==> src/rtl/sgg_pkg.sv <==
package sgg_pkg;
    typedef enum logic [1:0] {
        ST_IDLE       = 2'd0,
        ST_PROT_PULSE = 2'd1,
        ST_CLR_SWEEP  = 2'd2,
        ST_VERIFY_OUT = 2'd3
    } sgg_state_e;
endpackage

==> src/rtl/sgg_group_decode.sv <==
module sgg_group_decode #(
    parameter int SECT_W    = 6,
    parameter int GRP_SHIFT = 2,
    localparam int GRP_W    = SECT_W - GRP_SHIFT
) (
    input  logic [SECT_W-1:0] sect,
    output logic [GRP_W-1:0]  grp
);
    // Four adjacent sectors share one group: drop the low address bits.
    assign grp = sect[SECT_W-1:GRP_SHIFT];
endmodule

==> src/rtl/sgg_protect_store.sv <==
module sgg_protect_store #(
    parameter int GRP_W      = 4,
    localparam int NUM_GROUPS = 1 << GRP_W
) (
    input  logic                  clk,
    input  logic                  rst_n,
    input  logic                  set_en,
    input  logic [GRP_W-1:0]      set_idx,
    input  logic                  clr_en,
    input  logic [GRP_W-1:0]      clr_idx,
    output logic [NUM_GROUPS-1:0] prot_bits
);
    for (genvar g = 0; g < NUM_GROUPS; g++) begin : g_bit
        always_ff @(posedge clk or negedge rst_n) begin
            if (!rst_n) begin
                prot_bits[g] <= 1'b0;
            end else if (clr_en && clr_idx == GRP_W'(g)) begin
                prot_bits[g] <= 1'b0;
            end else if (set_en && set_idx == GRP_W'(g)) begin
                prot_bits[g] <= 1'b1;
            end
        end
    end
endmodule

==> src/rtl/sgg_access_gate.sv <==
module sgg_access_gate #(
    parameter int GRP_W      = 4,
    localparam int NUM_GROUPS = 1 << GRP_W
) (
    input  logic                  clk,
    input  logic                  rst_n,
    input  logic [NUM_GROUPS-1:0] prot_bits,
    input  logic [GRP_W-1:0]      grp,
    input  logic                  wp_n,
    input  logic                  temp_unprot,
    input  logic                  chk_req,
    output logic                  wr_allow,
    output logic                  deny_pulse
);
    logic group_open;

    // Write protect overrides everything; temporary unprotect overrides stored bits.
    always_comb begin
        group_open = temp_unprot || !prot_bits[grp];
        wr_allow   = wp_n && group_open;
    end

    always_ff @(posedge clk or negedge rst_n) begin
        if (!rst_n) begin
            deny_pulse <= 1'b0;
        end else begin
            deny_pulse <= chk_req && !wr_allow;
        end
    end
endmodule

==> src/rtl/sgg_ctrl.sv <==
module sgg_ctrl
    import sgg_pkg::*;
#(
    parameter int GRP_W      = 4,
    parameter int PULSE_CYC  = 4,
    localparam int NUM_GROUPS = 1 << GRP_W,
    localparam int CNT_W      = $clog2(PULSE_CYC + 1)
) (
    input  logic                  clk,
    input  logic                  rst_n,
    input  logic                  ctl_busy,
    input  logic                  prot_req,
    input  logic                  unprot_req,
    input  logic                  verify_req,
    input  logic [GRP_W-1:0]      req_grp,
    input  logic [NUM_GROUPS-1:0] prot_bits,
    output logic                  set_en,
    output logic [GRP_W-1:0]      set_idx,
    output logic                  clr_en,
    output logic [GRP_W-1:0]      clr_idx,
    output logic                  verify_valid,
    output logic [7:0]            verify_data,
    output logic                  pu_busy
);
    localparam logic [CNT_W-1:0] CNT_LOAD = CNT_W'(PULSE_CYC - 1);
    localparam logic [GRP_W-1:0] GRP_LAST = GRP_W'(NUM_GROUPS - 1);

    sgg_state_e       state_q, state_d;
    logic [CNT_W-1:0] cnt_q;
    logic [GRP_W-1:0] grp_q;
    logic             accept_maint;

    assign accept_maint = !ctl_busy;

    // Next-state decision
    always_comb begin
        state_d = state_q;
        unique case (state_q)
            ST_IDLE: begin
                if (accept_maint && unprot_req) begin
                    state_d = ST_CLR_SWEEP;
                end else if (accept_maint && prot_req) begin
                    state_d = ST_PROT_PULSE;
                end else if (verify_req) begin
                    state_d = ST_VERIFY_OUT;
                end
            end
            ST_PROT_PULSE: begin
                if (cnt_q == '0) state_d = ST_IDLE;
            end
            ST_CLR_SWEEP: begin
                if (grp_q == GRP_LAST) state_d = ST_IDLE;
            end
            ST_VERIFY_OUT: begin
                state_d = ST_IDLE;
            end
            default: state_d = ST_IDLE;
        endcase
    end

    // State register with its counters
    always_ff @(posedge clk or negedge rst_n) begin
        if (!rst_n) begin
            state_q <= ST_IDLE;
            cnt_q   <= '0;
            grp_q   <= '0;
        end else begin
            state_q <= state_d;
            unique case (state_q)
                ST_IDLE: begin
                    if (state_d == ST_PROT_PULSE) begin
                        cnt_q <= CNT_LOAD;
                        grp_q <= req_grp;
                    end else if (state_d == ST_CLR_SWEEP) begin
                        grp_q <= '0;
                    end else if (state_d == ST_VERIFY_OUT) begin
                        grp_q <= req_grp;
                    end
                end
                ST_PROT_PULSE: begin
                    if (cnt_q != '0) cnt_q <= cnt_q - 1'b1;
                end
                ST_CLR_SWEEP: begin
                    grp_q <= grp_q + 1'b1;
                end
                ST_VERIFY_OUT: begin
                    cnt_q <= '0;
                end
                default: begin
                    cnt_q <= '0;
                end
            endcase
        end
    end

    // Outputs
    always_comb begin
        set_en       = 1'b0;
        clr_en       = 1'b0;
        verify_valid = 1'b0;
        verify_data  = 8'h00;
        set_idx      = grp_q;
        clr_idx      = grp_q;
        pu_busy      = 1'b1;
        unique case (state_q)
            ST_IDLE:       pu_busy = 1'b0;
            ST_PROT_PULSE: set_en  = (cnt_q == '0);
            ST_CLR_SWEEP:  clr_en  = 1'b1;
            ST_VERIFY_OUT: begin
                verify_valid = 1'b1;
                verify_data  = {7'b0, prot_bits[grp_q]};
            end
            default: pu_busy = 1'b0;
        endcase
    end
endmodule

==> src/rtl/sect_grp_guard.sv <==
module sect_grp_guard #(
    parameter int SECT_W    = 6,
    parameter int GRP_SHIFT = 2,
    parameter int PULSE_CYC = 4
) (
    input  logic              clk,
    input  logic              rst_n,
    input  logic [SECT_W-1:0] sect_addr,
    input  logic              chk_req,
    input  logic              wp_n,
    input  logic              temp_unprot,
    input  logic              ctl_busy,
    input  logic              prot_req,
    input  logic              unprot_req,
    input  logic              verify_req,
    output logic              wr_allow,
    output logic              deny_pulse,
    output logic              verify_valid,
    output logic [7:0]        verify_data,
    output logic              pu_busy
);
    localparam int GRP_W      = SECT_W - GRP_SHIFT;
    localparam int NUM_GROUPS = 1 << GRP_W;

    logic [GRP_W-1:0]      grp;
    logic [NUM_GROUPS-1:0] prot_bits;
    logic                  set_en, clr_en;
    logic [GRP_W-1:0]      set_idx, clr_idx;

    sgg_group_decode #(.SECT_W(SECT_W), .GRP_SHIFT(GRP_SHIFT)) u_dec (
        .sect (sect_addr),
        .grp  (grp)
    );

    sgg_protect_store #(.GRP_W(GRP_W)) u_store (
        .clk       (clk),
        .rst_n     (rst_n),
        .set_en    (set_en),
        .set_idx   (set_idx),
        .clr_en    (clr_en),
        .clr_idx   (clr_idx),
        .prot_bits (prot_bits)
    );

    sgg_access_gate #(.GRP_W(GRP_W)) u_gate (
        .clk         (clk),
        .rst_n       (rst_n),
        .prot_bits   (prot_bits),
        .grp         (grp),
        .wp_n        (wp_n),
        .temp_unprot (temp_unprot),
        .chk_req     (chk_req),
        .wr_allow    (wr_allow),
        .deny_pulse  (deny_pulse)
    );

    sgg_ctrl #(.GRP_W(GRP_W), .PULSE_CYC(PULSE_CYC)) u_ctrl (
        .clk          (clk),
        .rst_n        (rst_n),
        .ctl_busy     (ctl_busy),
        .prot_req     (prot_req),
        .unprot_req   (unprot_req),
        .verify_req   (verify_req),
        .req_grp      (grp),
        .prot_bits    (prot_bits),
        .set_en       (set_en),
        .set_idx      (set_idx),
        .clr_en       (clr_en),
        .clr_idx      (clr_idx),
        .verify_valid (verify_valid),
        .verify_data  (verify_data),
        .pu_busy      (pu_busy)
    );
endmodule

==> config.mk <==
export PLATFORM = sky130hd
export DESIGN_NAME = sect_grp_guard
export DESIGN_NICKNAME = d
export VERILOG_FILES = /design/src/rtl/sgg_pkg.sv /design/src/rtl/sgg_group_decode.sv /design/src/rtl/sgg_protect_store.sv /design/src/rtl/sgg_access_gate.sv /design/src/rtl/sgg_ctrl.sv /design/src/rtl/sect_grp_guard.sv
export SDC_FILE = /design/constraint.sdc
export NUM_CORES = 1
export LEC_CHECK = 0
export BUFFER_PORTS_ARGS = -buffer_cell sky130_fd_sc_hd__buf_2
export CAP_MARGIN = 20
export CORE_ASPECT_RATIO = 0.6
export CORE_MARGIN = 10
export CORE_UTILIZATION = 35
export DETAILED_ROUTE_END_ITERATION = 8
export PLACE_DENSITY = 0.65
export RECOVER_POWER = 25
export SYNTH_ARGS = -nofsm -noshare
export SYNTH_HDL_FRONTEND = slang
export SYNTH_SLANG_ARGS = --single-unit
export TNS_END_PERCENT = 1
==> constraint.sdc <==
create_clock -name clk -period 3.3 [get_ports clk]
set_input_delay 0.495 -clock clk [delete_from_list [all_inputs] [get_ports clk]]
set_output_delay 0.495 -clock clk [all_outputs]
set_load 0.01 [all_outputs]
==> results of run 1 <==
## Yosys cell counts (2+ instances only)
cell type	count
a21oi_1	8
a31oi_1	8
and2_1	3
buf_4	7
clkbuf_1	6
dfrtp_1	26
ha_1	9
inv_1	8
mux2_2	5
mux2i_1	2
mux4_1	4
mux4_2	3
nand2_1	16
nand2b_1	8
nand3_1	2
nor2_1	11
nor2b_1	7
nor3_1	3
o21ai_0	24
o22ai_1	2
or2_2	2
## kinds of logic (layout without fill, tap and decap cells)
kind of cell | Yosys count | after routing
AO/OA/AOI/OAI | 52 | 52
XOR/XNOR | 1 | 1
adder cells (fa/ha/maj) | 9 | 9
buffers and inverters | 23 | 33
flip-flops | 26 | 26
multiplexers | 14 | 14
other | 1 | 7
AND/OR/NAND/NOR | 57 | 57
## metal layers
metal  track usage  vias to the layer above
met1         0.155                      615
met3        0.0302                        2
met5             0                        -
met4        0.0128                        0
li1              -                      676
met2         0.126                       59
## critical path, delay by kind of cell (launching register included)
family                 cells  cell delay, ns
multiplexers               2            1.09
flip-flops                 1            0.55
AND/OR/NAND/NOR            1            0.17
buffers and inverters      1            0.13
## power groups by stage
stage | sequential, W | clock, W | combinational [W]
after floorplan | 0.000504 | 0 | 0.000574
after CTS | 0.000541 | 0.000217 | 0.000726
after global placement | 0.000545 | 0 | 0.000716
after detailed placement | 0.000547 | 0 | 0.000719
after global routing | 0.000560 | 0.000228 | 0.000820
final | 0.000543 | 0.000209 | 0.000733
## state kept, by name (all words and copies together) (netlist names)
| signal | count |
|---|---|
| u_gate.deny_pulse | 1 |
| u_store.prot_bits | 16 |
| u_ctrl.state_q | 2 |
| u_ctrl.clr_idx | 4 |
| u_ctrl.cnt_q | 3 |
## layout make-up
type / instances / share of cell area
Clock buffer: 4 / 0.0287
Multi-Input combinational cell: 140 / 0.516
Inverter: 8 / 0.0156
Sequential cell: 26 / 0.339
Timing Repair Buffer: 21 / 0.0593
Tap cell: 63 / 0.0411
## how the worst max path moves through the flow
stage,endpoint,cells after the start
CTS,verify_data[0],4
floorplan,u_ctrl.clr_idx[1],9
finish,verify_data[0],4
detailed placement,u_ctrl.clr_idx[3],8
global route,verify_data[0],4
global placement,u_ctrl.clr_idx[3],8
## stage by stage
| step | cells | utilization |
|---|---|---|
| floorplan | 189 | - |
| global placement | 258 | 0.398 |
| detailed placement | 258 | 0.398 |
| CTS | 262 | 0.410 |
| global route | 262 | 0.410 |
| finish | 262 | 0.410 |
==> reports/metrics.cfg, run 1 <==
[outcome]
status=complete, no violations

[yosys]
syn_avg_cell_area_sq_um=9.51
synth.area.top_cells=dfrtp_1 (37%), o21ai_0 (6.9%), ha_1 (6.5%), mux4_1 (6.0%), mux4_2 (3.9%)
synth_flop_cell=dfrtp_1
synth-adder-area-share=0.0647
synthDominantCellAreaShare=0.374
yosys.area.top_type=dfrtp_1
synthDistinctLibCells=40
synthCells=183
yosysSeqAreaShare=0.374
synth_xor_area_frac=0.00503
synth_edf_count=0
synth.area.mux_share=0.143
async_flop_share=1.00
synth_compound_area_frac=0.175
synth-simple-area-share=0.167
syn_area_sq_um=1740
ys_ff_latch=26
synth_top_family_by_area=compound AO/OA/AOI/OAI gates
yosys_warnings=0

[routing]
ant_nets=0
routed_via_density=5.16
drt-met1-wl_um=2350
wl_met3_um=322
vias=1352
firstDrtPassIters=4
dr.first_iter.drc_count=73
totalWireLength_um=4140
wl_per_cell_um=15.8
routed.top_layer=met4
dr_wl_met2_um=1460
drc=0

[layout]
antennaDiodeCount=0
final_cell_area_sq_um=1920
fin_nets=224
final_common_cell=dfrtp_1
area_growth_pct=10.3
drive_above_1_share=0.171
multi_input_area_sq_um=991
final-seq-area_sq_um=651
nFillCells=487
final_cell_mix=dfrtp_1 (26), o21ai_0 (24), nand2_1 (16), buf_2 (16), nor2_1 (11)

[timing]
rsz0062_at_grt=false
skew_ns=0.00280
setup_ws_ns=0.590
clock.fmax_ghz=0.369
hold_viol=0
finalSetupViolCount=0
period_share=0.821
setup_tns_ns=0
fin_crit_ns=2.71
maxSlewViolCount=0
worst_pin_slew_ns=1.43
max_slew_margin=0.0492
holdWs_ns=0.449

[global_routing]
overflow=0
grt_max_degree=27
grt_pass1_wl_um=6710
grt_pass1_vias=1248
grt_usage=0.0985
antenna_found_initial=0

[worst_setup_path]
max_stage_delay_ns=0.61
r2r-end=u_ctrl.clr_idx[3]
crit_start=u_ctrl.clr_idx[0]
rrSetupSlack_ns=0.73
cp_max_fo=8
worst_ep_required_time_ns=2.80
worstRegToRegCells=8
worstPathCellList=mux4_1 > mux4_2 > and2_1 > buf_2
crit_path_start_kind=flip-flop
end_kind=primary output
timing.rr.start=u_ctrl.clr_idx[0]
cp.arrival_ns=2.22
crit_type=flip-flop to primary output
cp_slowest_cell=mux4_1

[hold_path]
hold_start=chk_req
hold_depth=2
hold_end=u_gate.deny_pulse
worst_hold_path_type=input pin to flip-flop

[cts]
cts_inserted_buffers=3
cts_setup_buffers=0
cts_tree=yes
clkSinkCount=26
hold_buffers=0
cts_root_buffer=clkbuf_8
clk_path_buf_depth=2
clkTransAtPathRegs_ns=0.09
htree_levels=1
cts_resized=0
clkLatencyLatePin_ns=0.27

[die]
rows=19
initial_core_util=0.372
die_w_um=111
die_y_um=74.6
core_sq_um=4680
die_area_sq_um=8290
pin_count=27

[pwr]
pwr-share-comb=0.494
irDropWorstVdd_v=0.000228
p_leak_nw=0.882
internal_power_w=0.000858
sw_frac_of_total=0.422
power.share.clock=0.141
p_per_area_nw_per_um2=774
power_w=0.00149
seq_power_share=0.365
power_switching_w=0.000627

[job]
drv_cap=0

[place]
hpwl_um=3210
io_buffers=17
gp_congestion=0.815
postPlaceCellArea_sq_um=1870
pre_cts_ws_ns=0.749

Power figures use the tool's default switching activity.
==> inputs of run 2 (changes only) <==
- PLACE_DENSITY: 0.65 -> 0.67
- clock period: 3.3 -> 2.33 ns (I/O delays scaled with it)
==> run 2 against run 1 <==
Net effect:
- core utilization grew 1.1 points
- sequential cell count is the same
- largest cell class unchanged
- sequential power grew 39%
- final cell count grew 2.7%
- first-iteration DRC count grew 4.1%
- highest routed layer unchanged
- critical path depth is the same
- cell area grew 2.8%
- the flow now finishes with violations (negative setup slack)
- clock skew grew 0.0040 ns
- global-route usage grew 0.31 points
==> reports/metrics.cfg, run 2 (synthesis results as in run 1) <==
[timing]
hold_viol=0  ; unchanged
worst_pin_slew_ns=1.39  ; -0.0384 ns
skew_ns=0.00680  ; +0.00400 ns
max_slew_margin=0.0748  ; +0.0256
maxSlewViolCount=0  ; unchanged
setup_ws_ns=-0.0152  ; -0.605 ns
clock.fmax_ghz=0.426
finalSetupViolCount=1  ; +1
fin_crit_ns=2.35
rsz0062_at_grt=true
holdWs_ns=0.291  ; -0.158 ns
period_share=1.01

[die]
core_sq_um=4680  ; unchanged
initial_core_util=0.372  ; unchanged
die_w_um=111  ; unchanged
die_y_um=74.6  ; unchanged
die_area_sq_um=8290  ; unchanged
rows=19  ; unchanged
pin_count=27  ; unchanged

[global_routing]
antenna_found_initial=0  ; unchanged
grt_pass1_vias=1346  ; +7.9%
grt_max_degree=27  ; unchanged
grt_pass1_wl_um=6890  ; +2.7%
overflow=0  ; unchanged
grt_usage=0.102  ; +0.00312

[routing]
dr.first_iter.drc_count=76  ; +4.1%
totalWireLength_um=4160  ; +0.48%
vias=1414  ; +4.6%
wl_per_cell_um=15.5  ; -2.1%
drc=0  ; unchanged
ant_nets=0  ; unchanged
routed_via_density=5.26  ; +1.9%
firstDrtPassIters=4  ; unchanged

[place]
gp_congestion=0.827  ; +1.5%
pre_cts_ws_ns=0.0630  ; -0.686 ns
hpwl_um=3300  ; +2.7%
io_buffers=17  ; unchanged

[cts]
clkSinkCount=26  ; unchanged
htree_levels=1  ; unchanged
cts_tree=yes
cts_inserted_buffers=3  ; unchanged
cts_root_buffer=clkbuf_8
hold_buffers=0  ; unchanged
clkTransAtPathRegs_ns=0.09  ; about the same
clkLatencyLatePin_ns=0.27  ; about the same
clk_path_buf_depth=2  ; unchanged

[layout]
final_common_cell=dfrtp_1
area_growth_pct=13.4
nFillCells=458  ; -6.0%
largest_reg_flops=16  ; unchanged
antennaDiodeCount=0  ; unchanged
final-seq-area_sq_um=652  ; +0.19%
multi_input_area_sq_um=991  ; unchanged
final_cell_mix=dfrtp_1 (25), o21ai_0 (23), nand2_1 (15), buf_2 (15), buf_4 (12)
regMostFlops=u_store.prot_bits
fin_nets=232  ; +3.6%
drive_above_1_share=0.248  ; +0.0767

[worst_setup_path]
worst_ep_required_time_ns=1.98  ; -0.82 ns
crit_type=flip-flop to primary output
crit_path_start_kind=flip-flop
cp_max_fo=6  ; -2
cp.arrival_ns=2.00  ; -0.22 ns
end_kind=primary output

[hold_path]
worst_hold_path_type=input pin to flip-flop

[pwr]
p_per_area_nw_per_um2=1100  ; +43%
p_leak_nw=0.888  ; +0.77%
irDropWorstVdd_v=0.000353  ; +55%

[outcome]
violations=negative setup slack
status=complete, but fails checks

[job]
drv_cap=0  ; unchanged

==> run 2: cell count changes in the layout (fill, tap and decap cells not counted), sizes merged <==
| cell | previous run | this run |
|---|---|---|
| buf | 20 | 28 |
| clkbuf | 5 | 4 |
==> run 2: area by class of cell <==
cell class / count / area share
Tap cell: 63 / 0.0399
Clock buffer: 3 / 0.0209
Multi-Input combinational cell: 140 / 0.502
Inverter: 8 / 0.0152
Timing Repair Buffer: 29 / 0.0913
Sequential cell: 26 / 0.330
==> run 2: timing repair <==
item                       4_1_cts  5_1_grt
cloned                           0        0
gates resized for setup          7        5
pin swaps                        1        1
hold endpoints to repair         0        0
setup endpoints to repair        1        4
buffers inserted                 1        0
==> run 2: critical path: stages, from the launching register on <==
cell and delay, ns:
dfrtp_2 0.46, mux4_2 0.52, mux4_2 0.47, and2_4 0.15, buf_6 0.11
==> run 2: worst paths after layout <==
path                                   start                 to  slack (ns)  cells past startpoint
max                        u_ctrl.clr_idx[0]     verify_data[0]       -0.02                      4
min                                  chk_req  u_gate.deny_pulse        0.29                      2
max reg2reg                u_ctrl.clr_idx[0]  u_ctrl.clr_idx[3]        0.07                      9
min reg2reg                  u_ctrl.cnt_q[0]    u_ctrl.cnt_q[0]        0.50                      1
max in group asynchronous              rst_n  u_ctrl.clr_idx[0]        1.05                      1
min in group asynchronous              rst_n    u_ctrl.cnt_q[0]        0.37                      1
==> run 2: report_power, final <==
part | total (W) | leakage (nW) | internal (W) | switching, W
clock | 0.000256 | 0.0216 | 0.000116 | 0.000140
combinational | 0.00117 | 0.523 | 0.000542 | 0.000627
sequential | 0.000755 | 0.344 | 0.000606 | 0.000149
==> run 2: routing by layer <==
metal | share of wire | vias to the layer above | global-route usage
met5 | 0 | - | 0
met4 | 0.0041 | 0 | 0.0128
met3 | 0.12 | 5 | 0.0429
met2 | 0.35 | 59 | 0.131
met1 | 0.53 | 658 | 0.153
li1 | - | 692 | -
==> run 2: metrics by stage <==
step	setup TNS, ns	util	instances	total power (W)	instance area [sq um]
floorplan	0	-	189	0.00153	1760
global placement	0	0.410	265	0.00185	1920
detailed placement	0	0.410	265	0.00187	1920
CTS	-0.0215	0.419	269	0.00216	1960
global route	-0.290	0.421	269	0.00237	1970
finish	-0.0152	0.421	269	0.00218	1970
